File: config.mk
export PLATFORM = sky130hd
export DESIGN_NAME = irq_route_regs
export DESIGN_NICKNAME = d
export VERILOG_FILES = /design/src/rtl/irq_regs_pkg.sv /design/src/rtl/irq_sel_decode.sv /design/src/rtl/irq_redir_entry.sv /design/src/rtl/irq_route_regs.sv
export SDC_FILE = /design/constraint.sdc
export NUM_CORES = 1
export LEC_CHECK = 0
export BUFFER_PORTS_ARGS = -buffer_cell sky130_fd_sc_hd__buf_2
export CAP_MARGIN = 20
export CORE_AREA = 2 2 241 243
export DETAILED_ROUTE_END_ITERATION = 7
export DIE_AREA = 0 0 243 245
export GPL_TIMING_DRIVEN = 0
export HOLD_SLACK_MARGIN = 0.08
export PLACE_DENSITY = 0.79
export SKIP_LAST_GASP = 1
export SLEW_MARGIN = 0
export SYNTH_ARGS = -nofsm -noshare
export SYNTH_HDL_FRONTEND = slang
export SYNTH_SLANG_ARGS = --single-unit
File: constraint.sdc
create_clock -name clk -period 3.3 [get_ports clk]
set_input_delay 0.495 -clock clk [delete_from_list [all_inputs] [get_ports clk]]
set_output_delay 0.495 -clock clk [all_outputs]
set_load 0.1 [all_outputs]
File: src/rtl/irq_regs_pkg.sv
package irq_regs_pkg;
   localparam int DATA_W      = 32;
   localparam int SEL_OFS     = 0;
   localparam int WIN_OFS     = 16;
   localparam int IDX_ID      = 0;
   localparam int IDX_VER     = 1;
   localparam int IDX_ARB     = 2;
   localparam int IDX_TAB     = 16;
   localparam logic [31:0] LO_KEEP = 32'h0001_AFFF;
   localparam logic [31:0] HI_KEEP = 32'hFF00_0000;
   localparam int MASK_BIT    = 16;
   localparam int ID_LSB      = 24;

   typedef struct packed {
      logic is_id;
      logic is_ver;
      logic is_arb;
      logic is_tab;
      logic tab_hi;
   } reg_kind_t;
endpackage

File: src/rtl/irq_sel_decode.sv
module irq_sel_decode
   import irq_regs_pkg::*;
#(
   parameter int SEL_W = 8,
   parameter int N_ENT = 24,
   localparam int IDX_W = (N_ENT > 1) ? $clog2(N_ENT) : 1
) (
   input  logic [SEL_W-1:0] idx,
   output reg_kind_t        kind,
   output logic [IDX_W-1:0] tab_idx
);
   localparam int TAB_END = IDX_TAB + 2 * N_ENT;

   always_comb begin
      kind        = '0;
      kind.is_id  = (32'(idx) == IDX_ID);
      kind.is_ver = (32'(idx) == IDX_VER);
      kind.is_arb = (32'(idx) == IDX_ARB);
      kind.is_tab = (32'(idx) >= IDX_TAB) && (32'(idx) < TAB_END);
      kind.tab_hi = idx[0];
      tab_idx     = IDX_W'((idx - SEL_W'(IDX_TAB)) >> 1);
   end
endmodule

File: src/rtl/irq_redir_entry.sv
module irq_redir_entry
   import irq_regs_pkg::*;
(
   input  logic        clk,
   input  logic        rst_n,
   input  logic        wr_lo,
   input  logic        wr_hi,
   input  logic [31:0] wdata,
   output logic [31:0] lo_q,
   output logic [31:0] hi_q
);
   always_ff @(posedge clk or negedge rst_n) begin
      if (!rst_n) begin
         lo_q <= 32'(1) << MASK_BIT;
         hi_q <= '0;
      end else begin
         if (wr_lo) lo_q <= wdata & LO_KEEP;
         if (wr_hi) hi_q <= wdata & HI_KEEP;
      end
   end
endmodule

File: src/rtl/irq_route_regs.sv
module irq_route_regs
   import irq_regs_pkg::*;
#(
   parameter int         N_ENT   = 24,
   parameter int         ADDR_W  = 5,
   parameter int         SEL_W   = 8,
   parameter logic [3:0] ID_INIT = 4'h3,
   parameter logic [7:0] VERSION = 8'h11
) (
   input  logic               clk,
   input  logic               rst_n,
   input  logic               wr_en,
   input  logic               rd_en,
   input  logic [ADDR_W-1:0]  addr,
   input  logic [31:0]        wdata,
   output logic [31:0]        rdata,
   output logic               err,
   output logic [N_ENT-1:0]   ent_mask,
   output logic [8*N_ENT-1:0] ent_vector,
   output logic [3*N_ENT-1:0] ent_dmode,
   output logic [N_ENT-1:0]   ent_dstmode,
   output logic [N_ENT-1:0]   ent_pol,
   output logic [N_ENT-1:0]   ent_trig,
   output logic [8*N_ENT-1:0] ent_dest
);
   localparam int IDX_W = (N_ENT > 1) ? $clog2(N_ENT) : 1;
   localparam logic [31:0] VER_WORD = (32'(N_ENT - 1) << 16) | 32'(VERSION);

   generate
      if (N_ENT < 1 || N_ENT > 256)
         $error("N_ENT must lie in 1..256");
      if (IDX_TAB + 2 * N_ENT > (1 << SEL_W))
         $error("SEL_W too narrow for the table");
      if (ADDR_W < 5)
         $error("ADDR_W must reach byte offset 16");
      if (SEL_W > 32)
         $error("SEL_W must not exceed 32");
   endgenerate

   logic [SEL_W-1:0] sel_q;
   logic [3:0]       id_q, arb_q;
   reg_kind_t        kind;
   logic [IDX_W-1:0] tab_idx;
   logic [31:0]      lo_arr [N_ENT];
   logic [31:0]      hi_arr [N_ENT];
   logic [31:0]      rd_word;

   wire at_sel  = (32'(addr) == SEL_OFS);
   wire at_win  = (32'(addr) == WIN_OFS);
   wire illegal = (wr_en || rd_en) && !at_sel && !at_win;
   wire win_wr  = wr_en && at_win;

   irq_sel_decode #(.SEL_W(SEL_W), .N_ENT(N_ENT)) dec_i (
      .idx(sel_q), .kind(kind), .tab_idx(tab_idx)
   );

   for (genvar i = 0; i < N_ENT; i++) begin : g_ent
      wire hit = win_wr && kind.is_tab && (tab_idx == IDX_W'(i));
      irq_redir_entry ent_i (
         .clk(clk), .rst_n(rst_n),
         .wr_lo(hit && !kind.tab_hi), .wr_hi(hit && kind.tab_hi),
         .wdata(wdata), .lo_q(lo_arr[i]), .hi_q(hi_arr[i])
      );
      assign ent_vector[8*i +: 8]  = lo_arr[i][7:0];
      assign ent_dmode[3*i +: 3]   = lo_arr[i][10:8];
      assign ent_dstmode[i]        = lo_arr[i][11];
      assign ent_pol[i]            = lo_arr[i][13];
      assign ent_trig[i]           = lo_arr[i][15];
      assign ent_mask[i]           = lo_arr[i][MASK_BIT];
      assign ent_dest[8*i +: 8]    = hi_arr[i][31:24];
   end

   always_ff @(posedge clk or negedge rst_n) begin
      if (!rst_n) begin
         sel_q <= '0;
         id_q  <= ID_INIT;
         arb_q <= ID_INIT;
      end else if (wr_en && at_sel) begin
         sel_q <= wdata[SEL_W-1:0];
      end else if (win_wr) begin
         if (kind.is_id)  id_q  <= wdata[ID_LSB +: 4];
         if (kind.is_arb) arb_q <= wdata[ID_LSB +: 4];
      end
   end

   always_comb begin
      rd_word = '0;
      if (at_sel)
         rd_word = 32'(sel_q);
      else if (at_win) begin
         if (kind.is_id)       rd_word = 32'(id_q) << ID_LSB;
         else if (kind.is_ver) rd_word = VER_WORD;
         else if (kind.is_arb) rd_word = 32'(arb_q) << ID_LSB;
         else if (kind.is_tab) rd_word = kind.tab_hi ? hi_arr[tab_idx] : lo_arr[tab_idx];
      end
   end

   always_ff @(posedge clk or negedge rst_n) begin
      if (!rst_n) begin
         rdata <= '0;
         err   <= 1'b0;
      end else begin
         err <= illegal;
         if (rd_en) rdata <= rd_word;
      end
   end
endmodule

==> flow_summary.toml <==
[layout]
areaGrowthSynthToFinish_pct = 24.4
nFillCells = 4535
instances_no_fill = 3266
drive_gt1_share_pct = 62.8
layout_common_cells = "buf_2 (644), mux2_2 (578), dfrtp_1 (565)"
nets = 2493
final_common_cell = "buf_2"
final_area_um2 = 33800

[clock_tree]
cts_buffers = 66
cts_setup_buffers = 0
clkTransAtPathRegs_ns = 0.06
cts_buffer_depth = 3
h-tree-depth = 3
clk_latency_ns = 0.60
clockRootBuffer = "clkbuf_16"
cts_tree = "built"
cts.sinks = 593

[drt]
vias_per_cell = 6.22
ant_nets = 0
wl_per_cell_um = 32.1
drt_iter0_drc = 2212
wl_um = 105000
num_vias = 20315
drt-pass1-iter-count = 5
drc = 0

[setup_path]
crit_type = "register to register"
path_common_cell = "buf_4"
worstReg2RegEnd = "rdata[25]"
crit_buf_inv = 5
rr_worst_depth = 9
crit_arrival_ns = 3.80
start_kind = "register"
crit_chain = "buf_2 -> buf_4 -> buf_4 -> clkbuf_4 -> buf_4 -> mux2i_1 -> o21ai_0 -> a211oi_1 -> o31ai_1"
end_kind = "register"
crit_path_max_fanout = 10
r2r_start = "sel_q[2]"
reg2reg_slack_ns = -0.05
critical_path_required_ns = 3.75
critPathTopFamily = "buffers and inverters"
cpMaxStageDelayCell = "a211oi_1"
crit_path_max_incr_delay_ns = 0.51

[timing]
fin_ws_ns = -0.0469
hold_viol_final = 0
fin_crit_sh_pct = 101
setup_tns_ns = -0.0469
finalSetupViolations = 1
fmax_mhz = 299
fin_skew_ns = 0.0142
period_needed_ns = 3.35
relSlewSlack_pct = 24.2
rsz0062_at_grt = "true"
drv_slew = 0
fin_hold_ws_ns = 0.243
worst-slew-pin-transition_ns = 1.13

[power]
power.leakage_uw = 0.0180
finalPower_uw = 17500
power_density_nw_per_um2 = 518
ir_drop_v = 0.000444

[run_status]
violations = "setup timing"
status = "finished, violations left"

[global_routing]
grt_max_degree = 133
antenna_found_initial = 3
grt_use_met2_pct = 52.4
grt-ovfl-total = 0
grt_busiest_layer = "met2"
grt_pass1_vias = 20373
met1_usage_pct = 47.1
grt_usage_pct = 34.7
grt_pass1_wl_um = 148000
grt_use_met3_pct = 8.74

[placed_design]
portBuffers = 609
place_hpwl_um = 78400
placed_cell_area_um2 = 31500
gp_congestion = 0.978
dpl.cell_count = 3147

[worst_hold_path]
hp-class = "input port to register"
min_path_cells = 2
min_to = "g_ent[13].ent_i.hi_q[28]"
hold_start = "wdata[28]"

[logic_synthesis]
synthFlopType = "dfrtp_1"
ys_top_cells_by_area = "dfrtp_1 (52%), mux2_2 (24%), mux4_2 (11%), dfstp_2 (2.7%), mux2i_1 (1.5%)"
synth-seq-cells = 593
synth_edf_count = 0
ys_types = 55
synth_area_um2 = 27200
synth-seq-area-share_pct = 54.8
yosys.area.top_type = "dfrtp_1"
yosys_warnings = 0
postSynthCellCount = 1756
syn_area_per_cell_um2 = 15.5
synth_top_area_share_pct = 52.0
ys_async_sr_fraction_pct = 100

[die]
initial_core_util_pct = 47.6
ios = 626
row_count = 88
core_area_um2 = 57000
die_w_um = 243
die_h_um = 245
die_area_um2 = 59500

[job]
max_cap_violations = 0
==> worst reg2reg max path, delay by kind of cell, from the launching register on <==
kind	cells	cell delay (ns)
multiplexers	1	0.37
AO/OA/AOI/OAI	3	0.80
flip-flops	1	0.31
buffers and inverters	5	1.73
==> worst max path at each step <==
stage | start | end | slack (ns) | depth (start not counted)
after floorplan | sel_q[4] | g_ent[21].ent_i.lo_q[4] | 0.69 | 10
after global placement | rst_n | g_ent[4].ent_i.lo_q[11] | -9.93 | 1
after detailed placement | sel_q[2] | rdata[25] | -0.50 | 9
after CTS | sel_q[4] | g_ent[21].ent_i.lo_q[7] | -0.13 | 10
after global routing | sel_q[2] | rdata[25] | -0.05 | 9
final | sel_q[2] | rdata[25] | -0.05 | 9
==> synthesized netlist by cell type (4+ instances only) <==
library cell / n
a211oi_1: 14
a21oi_1: 5
a221o_1: 5
a221oi_1: 6
a22o_1: 5
a22oi_1: 10
buf_1: 10
buf_2: 41
buf_4: 14
buf_6: 5
clkbuf_1: 72
dfrtp_1: 565
dfstp_2: 28
inv_1: 10
mux2_2: 578
mux2i_1: 41
mux4_2: 136
nand2_1: 47
nand2_2: 14
nand2b_1: 6
nand3_1: 11
nand4_1: 4
nor2_1: 29
nor2b_1: 14
nor3_1: 4
nor3_2: 4
nor4_1: 4
o21ai_0: 13
o221ai_1: 13
o22ai_1: 6
or3_1: 4
==> sequential cells by signal, summed over array words and instances, names as in the netlist <==
name,flops
arb_q,4
err,1
g_ent.ent_i.hi_q,192
rdata,24
id_q,4
g_ent.ent_i.lo_q,360
sel_q,8
==> power breakdown <==
group	leakage [uW]	switching, uW	internal, uW
clock	0.00110	3020	4610
sequential	0.00817	42.9	7330
combinational	0.00872	1820	684
total	0.0180	4890	12600
==> metal layers <==
layer | share of wire, % | wire (um)
met5 | 0 | 0
met4 | 5.2 | 5440
met3 | 10 | 10800
met2 | 46 | 48000
met1 | 39 | 40700
==> per-stage QoR <==
step / setup WS, ns / utilization, %
after CTS: -0.128 / 59.1
after global placement: -9.93 / 54.7
after global routing: -0.0546 / 59.2
after floorplan: 0.686 / -
after detailed placement: -0.495 / 55.2
final: -0.0469 / 59.2
==> cells by family (layout without fill, tap and decap cells) <==
family,Yosys count,count (layout),share of synthesized area (%)
multiplexers,756,756,36.8
flip-flops,593,593,54.8
AND/OR/NAND/NOR,160,160,3.23
buffers and inverters,154,891,2.65
AO/OA/AOI/OAI,90,90,2.48
adder cells (fa/ha/maj),2,2,0.0921
other,1,9,0.0138
==> area by class of cell <==
type | instances | area (um2) | share of cell area [%]
Sequential cell | 593 | 14900 | 44.0
Multi-Input combinational cell | 1014 | 11600 | 34.4
Timing Repair Buffer | 622 | 3320 | 9.84
Clock buffer | 101 | 2020 | 5.98
Tap cell | 765 | 957 | 2.83
Buffer | 141 | 718 | 2.13
Clock inverter | 15 | 206 | 0.611
Inverter | 12 | 47.5 | 0.141
Antenna cell | 3 | 7.51 | 0.0222
==> repair_timing <==
| action | in CTS | in global routing |
|---|---|---|
| hold endpoints to repair | 62 | 0 |
| gates resized for setup | 19 | 18 |
| cloned | 0 | 0 |
| hold buffers | 1 | 0 |
| pin swaps | 0 | 0 |
| setup endpoints to repair | 100 | 67 |
No activity file was read; power rests on OpenSTA's default activity.
